<file path="config.mk">
export PLATFORM = sky130hd
export DESIGN_NAME = refresh_idle_tracker
export DESIGN_NICKNAME = d
export VERILOG_FILES = /design/src/rtl/refresh_idle_tracker.sv
export SDC_FILE = /design/constraint.sdc
export NUM_CORES = 1
export LEC_CHECK = 0
export CAP_MARGIN = 20
export CORE_MARGIN = 3
export CORE_UTILIZATION = 55
export CTS_BUF_LIST = sky130_fd_sc_hd__clkbuf_2 sky130_fd_sc_hd__clkbuf_4 sky130_fd_sc_hd__clkbuf_8
export CTS_CLUSTER_DIAMETER = 50
export DETAILED_ROUTE_END_ITERATION = 10
export PLACE_DENSITY_LB_ADDON = 0.1
export SETUP_SLACK_MARGIN = 0.02
export SYNTH_ARGS = -nofsm -noshare
export SYNTH_HDL_FRONTEND = slang
export SYNTH_SLANG_ARGS = --single-unit
</file>
<file path="constraint.sdc">
create_clock -name clk -period 3.8 [get_ports clk]
set_clock_uncertainty 0.15 [all_clocks]
set_input_delay 0.76 -clock clk [delete_from_list [all_inputs] [get_ports clk]]
set_output_delay 0.76 -clock clk [all_outputs]
set_load 0.005 [all_outputs]
</file>
<file path="src/rtl/refresh_idle_tracker.sv">
module refresh_idle_tracker #(
  parameter int PLANES       = 16,
  parameter int CLK_HZ       = 50_000_000,
  parameter int REENTRY_MS   = 100,
  parameter int PWR_CYCLE_MS = 500,
  parameter int IDLE_WAIT    = 1_000_000
) (
  input  logic              clk,
  input  logic              rst_n,
  input  logic              en,
  input  logic              sr_active,
  input  logic              sr_idle,
  input  logic [PLANES-1:0] pipe_mask,
  input  logic [PLANES-1:0] plane_mask,
  input  logic              inv_evt,
  input  logic              flush_evt,
  output logic              exit_req,
  output logic              activate_req,
  output logic [PLANES-1:0] busy_mask
);

  localparam int MS_CYC   = (CLK_HZ >= 2000) ? CLK_HZ / 1000 : 1;
  localparam int FIRST_MS = 5 * PWR_CYCLE_MS;
  localparam int MAX_MS   = (FIRST_MS > REENTRY_MS) ? FIRST_MS : REENTRY_MS;
  localparam int PW       = $clog2(MS_CYC + 1);
  localparam int MW       = $clog2(MAX_MS + 1);
  localparam int IW       = $clog2(IDLE_WAIT + 1);

  typedef enum logic [1:0] {ST_IDLE, ST_COUNT, ST_WAIT} st_t;

  st_t             st;
  logic            en_q;
  logic [PW-1:0]   pre;
  logic [MW-1:0]   ms, tgt;
  logic [IW-1:0]   iw;

  wire [PLANES-1:0] sel    = plane_mask & pipe_mask;
  wire [PLANES-1:0] inv_m  = inv_evt   ? sel : '0;
  wire [PLANES-1:0] fl_m   = flush_evt ? sel : '0;
  wire [PLANES-1:0] busy_nx = (busy_mask | inv_m) & ~fl_m;
  wire              en_rise = en & ~en_q;
  wire              arm     = flush_evt & ~sr_active & (busy_nx == '0);
  wire              ms_tick = (pre == PW'(MS_CYC - 1));

  always_ff @(posedge clk) begin
    if (!rst_n) begin
      st           <= ST_IDLE;
      en_q         <= 1'b0;
      pre          <= '0;
      ms           <= '0;
      tgt          <= '0;
      iw           <= '0;
      busy_mask    <= '0;
      exit_req     <= 1'b0;
      activate_req <= 1'b0;
    end else begin
      en_q         <= en;
      exit_req     <= 1'b0;
      activate_req <= 1'b0;
      if (!en) begin
        st <= ST_IDLE;
      end else if (en_rise) begin
        busy_mask <= '0;
        st        <= ST_COUNT;
        pre       <= '0;
        ms        <= '0;
        tgt       <= MW'(FIRST_MS);
      end else begin
        busy_mask <= busy_nx;
        exit_req  <= |(inv_m | fl_m);
        case (st)
          ST_IDLE:
            if (arm) begin
              st  <= ST_COUNT;
              pre <= '0;
              ms  <= '0;
              tgt <= MW'(REENTRY_MS);
            end
          ST_COUNT:
            if (ms_tick) begin
              pre <= '0;
              if (ms == tgt - MW'(1)) begin
                st <= ST_WAIT;
                iw <= '0;
              end else begin
                ms <= ms + MW'(1);
              end
            end else begin
              pre <= pre + PW'(1);
            end
          ST_WAIT:
            if (sr_idle) begin
              st           <= ST_IDLE;
              activate_req <= (busy_nx == '0) & ~sr_active;
            end else if (iw == IW'(IDLE_WAIT - 1)) begin
              st <= ST_IDLE;
            end else begin
              iw <= iw + IW'(1);
            end
          default: st <= ST_IDLE;
        endcase
      end
    end
  end

endmodule

</file>
==> metrics.cfg <==
[final_layout]
drive_gt1_share_pct=7.89
layout_commonest_cell=dfxtp_1
layout.nets=627
layout_common_cells=dfxtp_1, clkdlybuf4s50_1, nand2_1
finalInstanceArea_um2=5130
syn_to_final_growth_pct=20.9
fillerInstances=594
num_antenna_cells=0

[timing]
worst_slack_ns=0.521
setup_violations=0
post-route-min-period_ns=3.28
slew_viol_final=0
finalSetupTns_ns=0
finalCritPeriodShare_pct=86.3
relSlewSlack_pct=48.8
worstMarginPinSlew_ns=0.765
max_freq_ghz=0.305
grt_setup_unrepaired=false
hold_viol_final=0
holdWs_ns=0.342

[critical_path]
reg2reg_depth=10
cp_slowest_cell=clkdlybuf4s50_1
slowest_delay_ns=0.70
r2r_end=iw[10]$_SDFFE_PN0P_
crit_family=simple AND/OR/NAND/NOR gates
path_class=in2reg
worstPathMaxFanout=13
crit_path_start_kind=input pin
crit_chain=clkdlybuf4s50_1 -> buf_4 -> a31oi_1 -> a2111oi_2 -> and4_1 -> nor2_2 -> or4_1 -> a21boi_1
worstPathRequired_ns=3.94
worst_ep_arrival_time_ns=3.41
r2r_setup_slack_ns=0.69
path_buf_inv=2
endpoint_kind=register
reg2reg_from=tgt[6]$_SDFFE_PN0P_

[hold_path]
hold_path.class=reg2reg
hp-start=pre[9]$_SDFFE_PN0P_
hold_path_end=pre[9]$_SDFFE_PN0P_
hold_depth=2

[clocking]
ctsLongestPathBuffers=2
cts_buffers=9
ctsResizeCount=0
cts_tree=done
clk_pin_slew_worst_paths_ns=0.08
htreeDepth=3
post_cts_buffers=0
insertion_delay_ns=0.35
numClockSinks=72
cts_hold_buf=0
root_buffer=clkbuf_8

[yosys]
synth_area_um2=4240
synth-compound-area-share_pct=24.5
ys_warn_count=0
ys_top_cells_by_area=dfxtp_1, nand3_1, nand2_1
synth_top_cell_area_share_pct=34.0
synth.area.mux_share_pct=0.708
syn_inst=522
ys_seq_area_share_pct=34.0
synth_xor_area_share_pct=4.13
syn_nets=571
synth_edf_count=0
synth_fa_ha_area_share_pct=2.95
yosys.area_share.simple_pct=28.6
avgSynthCellArea_um2=8.13
ys.flop_type=dfxtp_1
ys_ff_latch=72
synth_cell_types=69
yosysTopAreaCell=dfxtp_1
synth_top_family_by_area=simple AND/OR/NAND/NOR gates
async_flop_share_pct=0

[power_and_ir_drop]
finalPower_mw=1.64
powerDensity_nw_per_um2=321
peakVddDrop_v=0.000183
leakagePower_nw=1.77

[floorplanning]
dieArea_um2=8800
coreArea_um2=7370
die_w_um=93.8
die_y_um=93.8
row_count=31
ios=57
initial_core_util_pct=57.6

[placed_design]
io_buffers=56
gp_congestion=0.879
post-place-ws_ns=0.199
dpl-instance-area_um2=4900
dp_hpwl_um=7590

[status]
outcome=finished, final reports clean

[global_routing]
grt_first_pass_wirelength_um=17900
grt_max_degree=23
antenna_found_initial=0
grt-ovfl-total=0
grt_usage_pct=24.8
grt_pass1_vias=3885

[drt]
wl_per_cell_um=15.5
drt-total-wl_um=10600
ant_nets=0
vias=4217
first_pass_iters=5
drc_errors=0
avgViaCountPerCell=6.18
drt_iter0_markers=257

[run]
cap_violations=0

layout make-up:
class                   instances  area, um^2  share of cell area (%)
multi-input cells             400        2580                    50.4
flip-flops and latches         72        1440                    28.1
repair buffers                 69         658                    12.8
clock buffers                  10         131                    2.56
well taps                      99         124                    2.41
inverters                      26        97.6                    1.90
clock inverters                 6        93.8                    1.83
Yosys cell counts (3+ instances only):
cell type	instances
nor2_1	32
and2_1	12
nor4_1	6
a311oi_1	3
o21ai_0	24
nand3_1	38
and4_1	5
xor2_1	12
nand2_1	44
clkbuf_1	10
dfxtp_1	72
ha_1	10
nand4b_1	3
a41o_1	3
o32ai_1	4
xnor2_1	8
o31ai_1	4
a31oi_1	17
a21boi_0	9
or3_1	13
buf_2	9
inv_1	25
nor3_1	3
or4_1	7
nand4_1	14
a21oi_1	31
o21ai_1	3
and3_1	18
nor2b_1	4
o211ai_1	9
a22oi_1	6
a31o_2	3
nand2b_1	7
mux2i_1	3
o22ai_1	8
flip-flops by register name, indices dropped and copies added, names as in the netlist:
signal and count:
iw 20, tgt 3, en_q 1, busy_mask 16, activate_req 1, st 2, ms 12, exit_req 1
pre 16
worst max path at each step:
stage / cells after the start / slack, ns / to / from
3_3_place_gp: 9 / 0.29 / pre[3]$_SDFFE_PN0P_ / flush_evt
5_1_grt: 8 / 0.30 / ms[8]$_SDFFE_PN0P_ / flush_evt
2_1_floorplan: 12 / 1.05 / pre[5]$_SDFFE_PN0P_ / inv_evt
6_report: 8 / 0.52 / ms[8]$_SDFFE_PN0P_ / flush_evt
3_5_place_dp: 8 / 0.20 / ms[8]$_SDFFE_PN0P_ / flush_evt
4_1_cts: 8 / 0.55 / ms[8]$_SDFFE_PN0P_ / flush_evt
stage by stage:
step	util (%)	instances
5_1_grt	69.6	682
4_1_cts	69.6	682
3_5_place_dp	66.6	666
2_1_floorplan	-	522
3_3_place_gp	66.6	666
6_report	69.6	682
report_power, final:
group | switching (mW) | leakage, nW | internal, mW | total, mW
clock | 0.306 | 0.110 | 0.380 | 0.686
combinational | 0.100 | 1.08 | 0.0891 | 0.189
sequential | 0.00860 | 0.581 | 0.760 | 0.769
total | 0.415 | 1.77 | 1.23 | 1.64
worst reg2reg max path, delay by kind of cell, from the launching register on:
kind	cells	cell delay [ns]
AND/OR/NAND/NOR	4	1.14
AO/OA/AOI/OAI	2	0.60
flip-flops	1	0.43
buffers and inverters	2	0.35
adder cells (fa/ha/maj)	1	0.21
XOR/XNOR	1	0.16
cell families after synthesis:
logic type	Yosys count
simple gates	218
buf+inv	50
flops	72
fa+ha+maj	10
xor+xnor	20
mux	3
compound gates	149
metal layers:
metal	share of wire (%)	wire (um)	global-route usage (%)	up-vias
met2	47	4920	40.3	164
met4	1.9	201	8.90	0
met5	0	0	0	-
li1	-	-	-	2068
met3	7.2	756	5.21	20
met1	44	4690	32.4	1965
(Power assumes the default switching activity.)
